$ cat config.mk
export PLATFORM = sky130hd
export DESIGN_NAME = gated_slice_alu
export DESIGN_NICKNAME = d
export VERILOG_FILES = /design/src/rtl/gated_alu_pkg.sv /design/src/rtl/gated_op_decoder.sv /design/src/rtl/gated_bit_slice.sv /design/src/rtl/gated_slice_alu.sv
export SDC_FILE = /design/constraint.sdc
export NUM_CORES = 1
export LEC_CHECK = 0
export ABC_CLOCK_PERIOD_IN_PS = 11300
export BUFFER_PORTS_ARGS = -buffer_cell sky130_fd_sc_hd__buf_2
export CAP_MARGIN = 30
export CORE_MARGIN = 2
export CORE_UTILIZATION = 50
export DETAILED_ROUTE_END_ITERATION = 12
export GPL_TIMING_DRIVEN = 0
export PLACE_DENSITY = 0.8
export SLEW_MARGIN = 10
export SYNTH_ARGS = -nofsm -noshare
export SYNTH_HDL_FRONTEND = slang
export SYNTH_SLANG_ARGS = --single-unit
export TNS_END_PERCENT = 20
$ cat constraint.sdc
create_clock -name vclk -period 11.3
set_clock_uncertainty 0.05 [all_clocks]
set_input_delay 2.26 -clock vclk [all_inputs]
set_output_delay 2.26 -clock vclk [all_outputs]
set_load 0.1 [all_outputs]
$ cat src/rtl/gated_alu_pkg.sv
package gated_alu_pkg;
  localparam int unsigned NUM_OPS = 4;
  localparam int unsigned SEL_W   = $clog2(NUM_OPS);

  typedef enum logic [SEL_W-1:0] {
    OP_ADD  = 2'b00,
    OP_AND  = 2'b01,
    OP_OR   = 2'b10,
    OP_NOTB = 2'b11
  } alu_op_e;

  typedef logic [NUM_OPS-1:0] op_en_t;
endpackage

$ cat src/rtl/gated_op_decoder.sv
module gated_op_decoder
  import gated_alu_pkg::*;
(
  input  logic [SEL_W-1:0] sel,
  output op_en_t           en
);
  for (genvar i = 0; i < NUM_OPS; i++) begin : g_dec
    assign en[i] = (sel == i[SEL_W-1:0]);
  end

  always_comb begin

    one_enable_chk: assert ($countones(en) == 1)
      else $error("decoder raised %0d enables", $countones(en));
  end
endmodule

$ cat src/rtl/gated_bit_slice.sv
module gated_bit_slice
  import gated_alu_pkg::*;
(
  input  logic   a,
  input  logic   b,
  input  logic   cin,
  input  op_en_t en,
  output logic   r,
  output logic   cout
);
  logic [NUM_OPS-1:0] raw;
  logic [NUM_OPS-1:0] masked;
  logic               raw_carry;

  always_comb begin
    raw[OP_ADD]  = a ^ b ^ cin;
    raw[OP_AND]  = a & b;
    raw[OP_OR]   = a | b;
    raw[OP_NOTB] = ~b;
    raw_carry    = (a & b) | (cin & (a ^ b));
  end

  for (genvar k = 0; k < NUM_OPS; k++) begin : g_mask
    assign masked[k] = raw[k] & en[k];
  end

  assign r    = |masked;
  assign cout = raw_carry & en[OP_ADD];

  always_comb begin

    single_term_chk: assert ($countones(masked) <= 1)
      else $error("slice drove %0d masked terms", $countones(masked));

    slice_carry_gated_chk: assert (en[OP_ADD] || !cout)
      else $error("slice carry set outside ADD");
  end
endmodule

$ cat src/rtl/gated_slice_alu.sv
module gated_slice_alu
  import gated_alu_pkg::*;
#(
  parameter int unsigned WIDTH = 8
) (
  input  logic [WIDTH-1:0] a_in,
  input  logic [WIDTH-1:0] b_in,
  input  logic [SEL_W-1:0] func_sel,
  input  logic             carry_in,
  output logic [WIDTH-1:0] result,
  output logic             carry_out
);
  op_en_t         en;
  logic [WIDTH:0] chain;

  gated_op_decoder u_dec (
    .sel (func_sel),
    .en  (en)
  );

  assign chain[0] = carry_in;

  for (genvar s = 0; s < WIDTH; s++) begin : g_slice
    gated_bit_slice u_slice (
      .a    (a_in[s]),
      .b    (b_in[s]),
      .cin  (chain[s]),
      .en   (en),
      .r    (result[s]),
      .cout (chain[s+1])
    );
  end

  assign carry_out = chain[WIDTH];

  always_comb begin

    notb_result_chk: assert (func_sel != OP_NOTB || result == ~b_in)
      else $error("NOT B result mismatch");

    and_result_chk: assert (func_sel != OP_AND || result == (a_in & b_in))
      else $error("AND result mismatch");

    or_result_chk: assert (func_sel != OP_OR || result == (a_in | b_in))
      else $error("OR result mismatch");

    top_carry_gated_chk: assert (func_sel == OP_ADD || !carry_out)
      else $error("carry_out set outside ADD");
  end
endmodule

==> results by group <==
Outcome
  – Status: completed

STA
  – Slew @ Worst Pin: 0.4898 ns
  – Tcrit/Tclk final: a little over nine tenths
  – Max Clock Freq: between 0.09 and 0.1 GHz
  – Slew Limit Fails: 0
  – Final setup vio count: 0
  – Final Hold Viols: 0
  – Unrepaired setup endpoints after global routing: false
  – Crit path time final: approximately 11 ns
  – TNS Setup: 0 ns
  – Normalized max-slew margin: 67.57%

Floorplan
  – I/O Pins: 28
  – Die W: 44.52 microns
  – Core Area: between 0.0015 and 0.002 sq mm
  – Cell Rows: 14
  – Die area: roughly 0.0020 sq mm
  – Initial core utilization: between 50% and 60%
  – DIE HEIGHT: around 45 microns

Worst hold path
  – Worst hold-check path type: input pin to primary output
  – Hold Path Origin: func_sel[1]

Global route
  – Vias in the first global route: 598
  – Antenna violations before repair: 0
  – Met2 GRT Util: between 20% and 30%
  – GRT busiest layer: met2
  – GR Overflow Total: 0
  – Global-route wire length before repair: roughly 2300 microns
  – GR Layer Usage met3: less than 1%
  – Tot GR Track Use: 14.87%
  – Pin count of the biggest net entering global routing: 11
  – Met1 Use GR: about 18%

Power
  – Maximum vdd drop: 0.03144 mV
  – Power Density: approximately 61 mW/mm^2
  – Pleak: about 0.57 nW

Detailed routing
  – DRC: 0
  – Drt wl/cell: about 10 microns
  – Drt total wl: roughly 1300 microns
  – TritonRoute pass-1 iters: 2
  – DR iter-0 viols: 2
  – Vias post-DR: just under 600
  – Vias per inst: around 4.7
  – DRT antenna net count: 0

Finish
  – Final Util: between 60 and 70%
  – Most frequent cells in the layout: inv_1 (31), buf_2 (28), ha_1 (16)
  – Multi-input logic area: between 600 and 700 sq um
  – Fillers: between 100 and 150
  – Sequential cell area: 0 sq um
  – Seq cells: 0
  – Clock buffers: 0
  – Layout cell share with drive strength beyond 1: between 30% and 40%
  – Most common cell after layout, fill and taps aside: inv_1
  – Ant. Diodes: 0
  – Layout Nets: about 160
  – Area Overhead vs Synth: 19.51%
  – Final Instance Area: a little under 0.001 sq mm

Setup path
  – Crit. Startpoint: func_sel[0]
  – Endpoint class of the critical path: primary output
  – CP Launch Type: input pin
  – WP data arrival: 8.69 ns
  – WS Path Type: input pin to primary output
  – CP required: roughly 9 ns
  – Crit-path max FO: 10

Synthesis
  – Cell area after synthesis: about 800 sq um
  – Post-synth cell types: 13
  – YS warnings: 0
  – Syn Inst Count: just over 80
  – Seq/Total Area, Yosys: 0%
  – Mapped Nets: about 130
  – Syn Area/Cell: slightly below 10 sq um

Clocking
  – PostCTS Resize Cnt: 0
  – Setup bufs post-CTS: 0
  – Post-cts hold buffer count: 0

Place
  – PortBufs: 27
  – GP Congestion: ~0.75
  – Placed cell area: about 980 sq um
  – HPWL Detailed: ~1100 microns

Job
  – MaxCap Viol Count: 0
-- metrics by stage --
| step | power [mW] | instances | hold WS (ns) | setup WS, ns |
|---|---|---|---|---|
| final | 0.05951 | 126 | 5.052 | 0.3020 |
| after global routing | 0.06397 | 126 | 5.077 | 0.02566 |
| after CTS | 0.06015 | 126 | 5.058 | 0.2602 |
| after detailed placement | 0.06006 | 126 | 5.058 | 0.2625 |
| after global placement | 0.05840 | 126 | 5.055 | 0.3265 |
| after floorplan | 0.04963 | 83 | 4.867 | 0.3589 |
-- cells in the mapped netlist --
cell     number  area [sq um]
buf_2         1         5.000
buf_4         8         60.06
buf_6         1         11.26
buf_8         1         15.01
fa_1          8         160.2
ha_1         16         200.2
inv_1        31         116.4
mux4_1        6         157.7
mux4_2        2         45.04
nand2_1       1         3.750
nor2_1        1         3.750
nor3_1        1         5.000
or3_1         6         37.54
-- kinds of logic after synthesis --
group / synth area share [%]
mux: 24.69
buf+inv: 25.30
fa+ha+maj: 43.90
simple gates: 6.097
-- critical path, cell delays in order --
cell,delay [ns]
buf_2,0.14
buf_2,0.20
nor2_1,0.10
nand2_1,0.08
fa_1,0.37
or3_1,0.39
fa_1,0.36
or3_1,0.39
fa_1,0.36
or3_1,0.39
fa_1,0.35
or3_1,0.39
fa_1,0.35
or3_1,0.40
fa_1,0.36
or3_1,0.39
fa_1,0.49
inv_1,0.04
mux4_1,0.46
buf_4,0.14
buf_2,0.28
-- power breakdown --
| group | internal [mW] | leakage, nW | switching (mW) |
|---|---|---|---|
| Sequential | 0 | 0 | 0 |
| Clock | 0 | 0 | 0 |
| Combinational | 0.0191 | 0.569 | 0.0404 |
-- worst paths after layout --
kind | cells after the start | slack, ns | endpoint
min | 4 | 5.05 | carry_out
max | 21 | 0.30 | result[7]
-- final cells by class --
class / instances / share of cell area [%]
inverter: 31 / 11.86
multi-input combinational: 41 / 63.01
tap: 16 / 2.041
buffer: 11 / 9.311
timing repair buffer: 27 / 13.78
-- metal layers --
metal	up-vias	routed length, microns
met1	281	532
li1	301	-
met5	-	0
met3	0	46
met2	13	689
met4	0	0
No activity file was read; power rests on OpenSTA's default activity.
